$ cat src/rtl/ts_cap_pkg.sv
package ts_cap_pkg;
  typedef enum logic [1:0] {
    EDGE_OFF  = 2'b00,
    EDGE_RISE = 2'b01,
    EDGE_FALL = 2'b10,
    EDGE_ANY  = 2'b11
  } edge_sel_e;

  localparam int unsigned REG_EDGE = 0;
  localparam int unsigned REG_IEN  = 1;
  localparam int unsigned REG_FLAG = 2;
  localparam int unsigned REG_CAP0 = 3;
endpackage

$ cat src/rtl/ts_sync.sv
module ts_sync #(
  parameter int unsigned STAGES = 2
) (
  input  logic clk_i,
  input  logic rst_ni,
  input  logic d_i,
  output logic q_o
);
  logic [STAGES-1:0] sr_q;

  always_ff @(posedge clk_i or negedge rst_ni) begin
    if (!rst_ni) sr_q <= '0;
    else         sr_q <= {sr_q[STAGES-2:0], d_i};
  end

  assign q_o = sr_q[STAGES-1];
endmodule

$ cat src/rtl/ts_edge_det.sv
module ts_edge_det
  import ts_cap_pkg::*;
(
  input  logic      clk_i,
  input  logic      rst_ni,
  input  logic      lvl_i,
  input  edge_sel_e sel_i,
  output logic      hit_o
);
  logic prev_q;
  logic rise, fall;

  always_ff @(posedge clk_i or negedge rst_ni) begin
    if (!rst_ni) prev_q <= 1'b0;
    else         prev_q <= lvl_i;
  end

  assign rise = lvl_i & ~prev_q;
  assign fall = ~lvl_i & prev_q;

  always_comb begin
    unique case (sel_i)
      EDGE_RISE: hit_o = rise;
      EDGE_FALL: hit_o = fall;
      EDGE_ANY:  hit_o = rise | fall;
      default:   hit_o = 1'b0;
    endcase
  end
endmodule

$ cat src/rtl/ts_cap_channel.sv
module ts_cap_channel
  import ts_cap_pkg::*;
#(
  parameter int unsigned CNT_W       = 16,
  parameter int unsigned SYNC_STAGES = 2
) (
  input  logic             clk_i,
  input  logic             rst_ni,
  input  logic             pin_i,
  input  edge_sel_e        sel_i,
  input  logic [CNT_W-1:0] count_i,
  input  logic             clr_i,
  output logic             hit_o,
  output logic             flag_o,
  output logic [CNT_W-1:0] cap_o
);
  logic lvl;

  ts_sync #(.STAGES(SYNC_STAGES)) u_sync (
    .clk_i (clk_i),
    .rst_ni(rst_ni),
    .d_i   (pin_i),
    .q_o   (lvl)
  );

  ts_edge_det u_edge (
    .clk_i (clk_i),
    .rst_ni(rst_ni),
    .lvl_i (lvl),
    .sel_i (sel_i),
    .hit_o (hit_o)
  );

  always_ff @(posedge clk_i or negedge rst_ni) begin
    if (!rst_ni)    cap_o <= '0;
    else if (hit_o) cap_o <= count_i;
  end

  // capture beats a coincident clear
  always_ff @(posedge clk_i or negedge rst_ni) begin
    if (!rst_ni)      flag_o <= 1'b0;
    else if (hit_o)   flag_o <= 1'b1;
    else if (clr_i)   flag_o <= 1'b0;
  end
endmodule

$ cat src/rtl/ts_regs.sv
module ts_regs
  import ts_cap_pkg::*;
#(
  parameter int unsigned NUM_CH = 3,
  parameter int unsigned CNT_W  = 16,
  parameter int unsigned ADDR_W = 4,
  parameter int unsigned DATA_W = 16
) (
  input  logic                           clk_i,
  input  logic                           rst_ni,
  input  logic                           we_i,
  input  logic [ADDR_W-1:0]              addr_i,
  input  logic [DATA_W-1:0]              wdata_i,
  output logic [DATA_W-1:0]              rdata_o,
  input  logic [NUM_CH-1:0]              flag_i,
  input  logic [NUM_CH-1:0][CNT_W-1:0]   cap_i,
  output logic [NUM_CH-1:0][1:0]         edge_cfg_o,
  output logic [NUM_CH-1:0]              ien_o,
  output logic [NUM_CH-1:0]              clr_o
);
  localparam int unsigned CFG_W = 2 * NUM_CH;

  logic wr_edge, wr_ien, wr_flag;

  assign wr_edge = we_i && (addr_i == ADDR_W'(REG_EDGE));
  assign wr_ien  = we_i && (addr_i == ADDR_W'(REG_IEN));
  assign wr_flag = we_i && (addr_i == ADDR_W'(REG_FLAG));

  always_ff @(posedge clk_i or negedge rst_ni) begin
    if (!rst_ni) begin
      edge_cfg_o <= '0;
      ien_o      <= '0;
    end else begin
      if (wr_edge) edge_cfg_o <= wdata_i[CFG_W-1:0];
      if (wr_ien)  ien_o      <= wdata_i[NUM_CH-1:0];
    end
  end

  assign clr_o = wr_flag ? wdata_i[NUM_CH-1:0] : '0;

  always_comb begin
    rdata_o = '0;
    if (addr_i == ADDR_W'(REG_EDGE)) rdata_o[CFG_W-1:0]  = edge_cfg_o;
    if (addr_i == ADDR_W'(REG_IEN))  rdata_o[NUM_CH-1:0] = ien_o;
    if (addr_i == ADDR_W'(REG_FLAG)) rdata_o[NUM_CH-1:0] = flag_i;
    for (int c = 0; c < NUM_CH; c++) begin
      if (addr_i == ADDR_W'(REG_CAP0 + c)) rdata_o[CNT_W-1:0] = cap_i[c];
    end
  end
endmodule

$ cat src/rtl/ts_capture_unit.sv
module ts_capture_unit
  import ts_cap_pkg::*;
#(
  parameter int unsigned NUM_CH      = 3,
  parameter int unsigned CNT_W       = 16,
  parameter int unsigned ADDR_W      = 4,
  parameter int unsigned DATA_W      = 16,
  parameter int unsigned SYNC_STAGES = 2
) (
  input  logic              clk_i,
  input  logic              rst_ni,
  input  logic [CNT_W-1:0]  count_i,
  input  logic [NUM_CH-1:0] pin_i,
  input  logic              host_we_i,
  input  logic [ADDR_W-1:0] host_addr_i,
  input  logic [DATA_W-1:0] host_wdata_i,
  output logic [DATA_W-1:0] host_rdata_o,
  output logic              irq_o
);
  logic [NUM_CH-1:0][1:0]       edge_cfg;
  logic [NUM_CH-1:0]            ien;
  logic [NUM_CH-1:0]            clr;
  logic [NUM_CH-1:0]            hit;
  logic [NUM_CH-1:0]            flag;
  logic [NUM_CH-1:0][CNT_W-1:0] cap_q;

  ts_regs #(
    .NUM_CH(NUM_CH), .CNT_W(CNT_W), .ADDR_W(ADDR_W), .DATA_W(DATA_W)
  ) u_regs (
    .clk_i     (clk_i),
    .rst_ni    (rst_ni),
    .we_i      (host_we_i),
    .addr_i    (host_addr_i),
    .wdata_i   (host_wdata_i),
    .rdata_o   (host_rdata_o),
    .flag_i    (flag),
    .cap_i     (cap_q),
    .edge_cfg_o(edge_cfg),
    .ien_o     (ien),
    .clr_o     (clr)
  );

  for (genvar c = 0; c < NUM_CH; c++) begin : g_ch
    ts_cap_channel #(.CNT_W(CNT_W), .SYNC_STAGES(SYNC_STAGES)) u_ch (
      .clk_i  (clk_i),
      .rst_ni (rst_ni),
      .pin_i  (pin_i[c]),
      .sel_i  (edge_sel_e'(edge_cfg[c])),
      .count_i(count_i),
      .clr_i  (clr[c]),
      .hit_o  (hit[c]),
      .flag_o (flag[c]),
      .cap_o  (cap_q[c])
    );
  end

  assign irq_o = |(flag & ien);
endmodule

$ cat config.mk
export PLATFORM = sky130hd
export DESIGN_NAME = ts_capture_unit
export DESIGN_NICKNAME = d
export VERILOG_FILES = /design/src/rtl/ts_cap_pkg.sv /design/src/rtl/ts_sync.sv /design/src/rtl/ts_edge_det.sv /design/src/rtl/ts_cap_channel.sv /design/src/rtl/ts_regs.sv /design/src/rtl/ts_capture_unit.sv
export SDC_FILE = /design/constraint.sdc
export NUM_CORES = 1
export LEC_CHECK = 0
export BUFFER_PORTS_ARGS = -buffer_cell sky130_fd_sc_hd__clkbuf_2
export CORE_AREA = 3 3 109 111
export CTS_BUF_LIST = sky130_fd_sc_hd__clkbuf_8
export DETAILED_ROUTE_END_ITERATION = 8
export DIE_AREA = 0 0 112 114
export MAX_ROUTING_LAYER = met4
export PLACE_DENSITY = 0.51
export SYNTH_ARGS = -nofsm -noshare
export SYNTH_HDL_FRONTEND = slang
export SYNTH_SLANG_ARGS = --single-unit
$ cat constraint.sdc
create_clock -name clk_i -period 2.2 [get_ports clk_i]
set_input_delay 0.22 -clock clk_i [delete_from_list [all_inputs] [get_ports clk_i]]
set_output_delay 0.22 -clock clk_i [all_outputs]
set_load 0.02 [all_outputs]
==> flow_metrics.env <==
export IMPL_viasPerCell=4.69
export IMPL_rr_worst_depth=5
export IMPL_grt_max_degree=38
export IMPL_grt_overflow=0
export IMPL_ys_ff_latch=69
export IMPL_dieArea_um2=12800
export IMPL_port_buffers=48
export IMPL_setup_viol=0
export IMPL_r2r_start="g_ch[2].u_ch.u_edge.prev_q"
export IMPL_routed_wl_mm=6.97
export IMPL_nets=345
export IMPL_drt_first_pass_iters=5
export IMPL_cp_required_ns=1.98
export IMPL_post_cts_resized=0
export IMPL_fin_crit_sh=0.876
export IMPL_holdBufCountCts=4
export IMPL_synth_flop_cell="dfrtp_1"
export IMPL_start_kind="flip-flop"
export IMPL_ios=59
export IMPL_core_um2=10900
export IMPL_placed_area_um2=3600
export IMPL_initial_core_util=0.293
export IMPL_p_total_uw=4110
export IMPL_slew_violations=0
export IMPL_status="completed"
export IMPL_clk_pin_slew_ns=0.07
export IMPL_finClkSkew_ns=0.00640
export IMPL_slowest_delay_ns=0.37
export IMPL_syn_avg_cell_area_um2=13.6
export IMPL_antenna_left=0
export IMPL_synth_top_cell_by_area="dfrtp_1"
export IMPL_cts_sinks=69
export IMPL_critPathCaptureType="output pin"
export IMPL_grt_pass1_wl_mm=11.6
export IMPL_via_count=2071
export IMPL_async_flop_share=1.00
export IMPL_clock_root_buffer="clkbuf_8"
export IMPL_cts_buffers=9
export IMPL_synthCells=234
export IMPL_drive_gt1_frac=0.470
export IMPL_clock_fmax_mhz=519
export IMPL_tightest_slew_ns=0.988
export IMPL_final_hold_violation_count=0
export IMPL_startpoint="g_ch[1].u_ch.flag_o"
export IMPL_drt_iter0_markers=89
export IMPL_cp_arrival_ns=1.71
export IMPL_worst_setup_path_type="reg2out"
export IMPL_dp_hpwl_mm=4.99
export IMPL_setup_tns_ns=0
export IMPL_synthTopCellsByCount="69 x dfrtp_1, 56 x mux2_2, 17 x inv_1"
export IMPL_r2r_slack_ns=0.27
export IMPL_rsz0062_at_grt="no"
export IMPL_yosysWarnings=0
export IMPL_fill_cells=1083
export IMPL_clk_latency_ns=0.34
export IMPL_slew_headroom=0.341
export IMPL_wire_per_inst_um=15.8
export IMPL_ys_types=33
export IMPL_syn_nets=282
export IMPL_fin_area_um2=3840
export IMPL_yosysTopAreaCellShare=0.542
export IMPL_hp_class="in2reg"
export IMPL_power_leakage_uw=0.00177
export IMPL_num_antenna_cells=0
export IMPL_cap_violations=0
export IMPL_track_usage=0.120
export IMPL_cp_cell_sequence="nand2_1, mux2_2, o311a_1, o21ai_1, clkbuf_2"
export IMPL_netlist_area_um2=3190
export IMPL_synth_edf_count=0
export IMPL_die_h_um=114
export IMPL_powerDensity_nw_per_um2=1070
export IMPL_htreeDepth=3
export IMPL_crit_end="host_rdata_o[1]"
export IMPL_gp_congestion=0.763
export IMPL_crit_slowest_cell="dfrtp_1"
export IMPL_grt_pass1_vias=2223
export IMPL_rows=38
export IMPL_clock_path_buffers=2
export IMPL_yosysSeqAreaShare=0.542
export IMPL_period_needed_ns=1.93
export IMPL_crit_fanout=3
export IMPL_areaGrowthSynthToFinish_pct=20.5
export IMPL_yosysMostFrequentCell="dfrtp_1"
export IMPL_yosys_top_cells_area="dfrtp_1 54%, mux2_2 20%, a222oi_1 3.5%"
export IMPL_drc=0
export IMPL_dieWidth_um=112
export IMPL_ir_worst_vdd_v=0.000315
export IMPL_tritoncts="built"
export IMPL_post_cts_buffers=0
export IMPL_antenna_found_initial=0
export IMPL_r2r_end="g_ch[2].u_ch.cap_o[8]"
-- cell families (layout without fill, tap and decap cells) --
group | after synthesis | in the layout | share of synthesized area
AO/OA/AOI/OAI | 33 | 33 | 0.0915
flip-flops | 69 | 69 | 0.542
AND/OR/NAND/NOR | 39 | 39 | 0.0738
multiplexers | 61 | 61 | 0.223
adder cells (fa/ha/maj) | 6 | 6 | 0.0236
buffers and inverters | 26 | 94 | 0.0463
-- final cells by class --
class                      count  area, um2  area share
multi-input combinational    139       1310       0.341
clock buffer                  11        151      0.0394
sequential                    69       1730       0.450
tap                          140        175      0.0456
clock inverter                 5       51.3      0.0134
timing repair buffer          61        360      0.0938
inverter                      17       63.8      0.0166
-- state kept, by name, indices dropped and copies added (netlist names) --
| register | flops |
|---|---|
| g_ch.u_ch.u_sync.sr_q | 6 |
| u_regs.edge_cfg_o | 6 |
| g_ch.u_ch.flag_o | 3 |
| u_regs.ien_o | 3 |
| g_ch.u_ch.cap_o | 48 |
| g_ch.u_ch.u_edge.prev_q | 3 |
-- layer usage --
layer  wire length [um]  vias up  global-route usage
met2               3430       40               0.192
met5                  0        -                   -
met3                233        8              0.0265
met4                104        0              0.0457
met1               3200     1050               0.151
li1                   -      973                   -
-- metrics by stage --
step                      instances  utilization  hold slack [ns]  setup slack (ns)
final                           442        0.353            0.115             0.273
after global routing            442        0.353            0.102             0.121
after CTS                       442        0.353            0.100             0.214
after detailed placement        422        0.330            0.288             0.218
after global placement          422        0.330            0.282             0.236
after floorplan                 234            -          -0.0756             0.576
-- how the worst min path moves through the flow --
stage	from	to	slack [ns]	cells past startpoint
3_3_place_gp	rst_ni	u_regs.edge_cfg_o[4]	0.28	2
2_1_floorplan	rst_ni	g_ch[0].u_ch.cap_o[0]	-0.08	0
5_1_grt	host_wdata_i[3]	u_regs.edge_cfg_o[3]	0.10	2
6_report	host_wdata_i[3]	u_regs.edge_cfg_o[3]	0.12	2
3_5_place_dp	rst_ni	u_regs.edge_cfg_o[4]	0.29	2
4_1_cts	host_wdata_i[3]	u_regs.edge_cfg_o[3]	0.10	2
-- where the power goes --
group | internal (uW) | leakage [uW] | switching (uW)
clock | 578 | 0.000112 | 463
combinational | 598 | 0.000849 | 424
sequential | 1770 | 0.000807 | 274
total | 2950 | 0.00177 | 1160
-- critical path, delay by kind of cell (launching register included) --
kind | cells | cell delay, ns
AOI/OAI and AO/OA | 2 | 0.48
muxes | 1 | 0.26
buffers and inverters | 1 | 0.20
and+or+nand+nor | 1 | 0.06
DFF | 1 | 0.37
-- layout by cell type, fill, tap and decap left out, drive strengths merged, types with 2 or more instances in the layout --
master | synthesis | routed
clkbuf | 0 | 58
a21o | 3 | 3
nand2 | 11 | 11
dlygate4sd3 | 0 | 4
clkinv | 0 | 2
nor2b | 7 | 7
ha | 6 | 6
and2 | 2 | 2
dfrtp | 69 | 69
mux4 | 2 | 2
a22oi | 2 | 2
a221o | 2 | 2
o21ai | 5 | 5
nor2 | 6 | 6
mux2 | 59 | 59
buf | 9 | 10
nand3 | 5 | 5
nor3 | 4 | 4
inv | 17 | 19
a21oi | 7 | 7
a222oi | 11 | 11
Power figures use the tool's default switching activity.
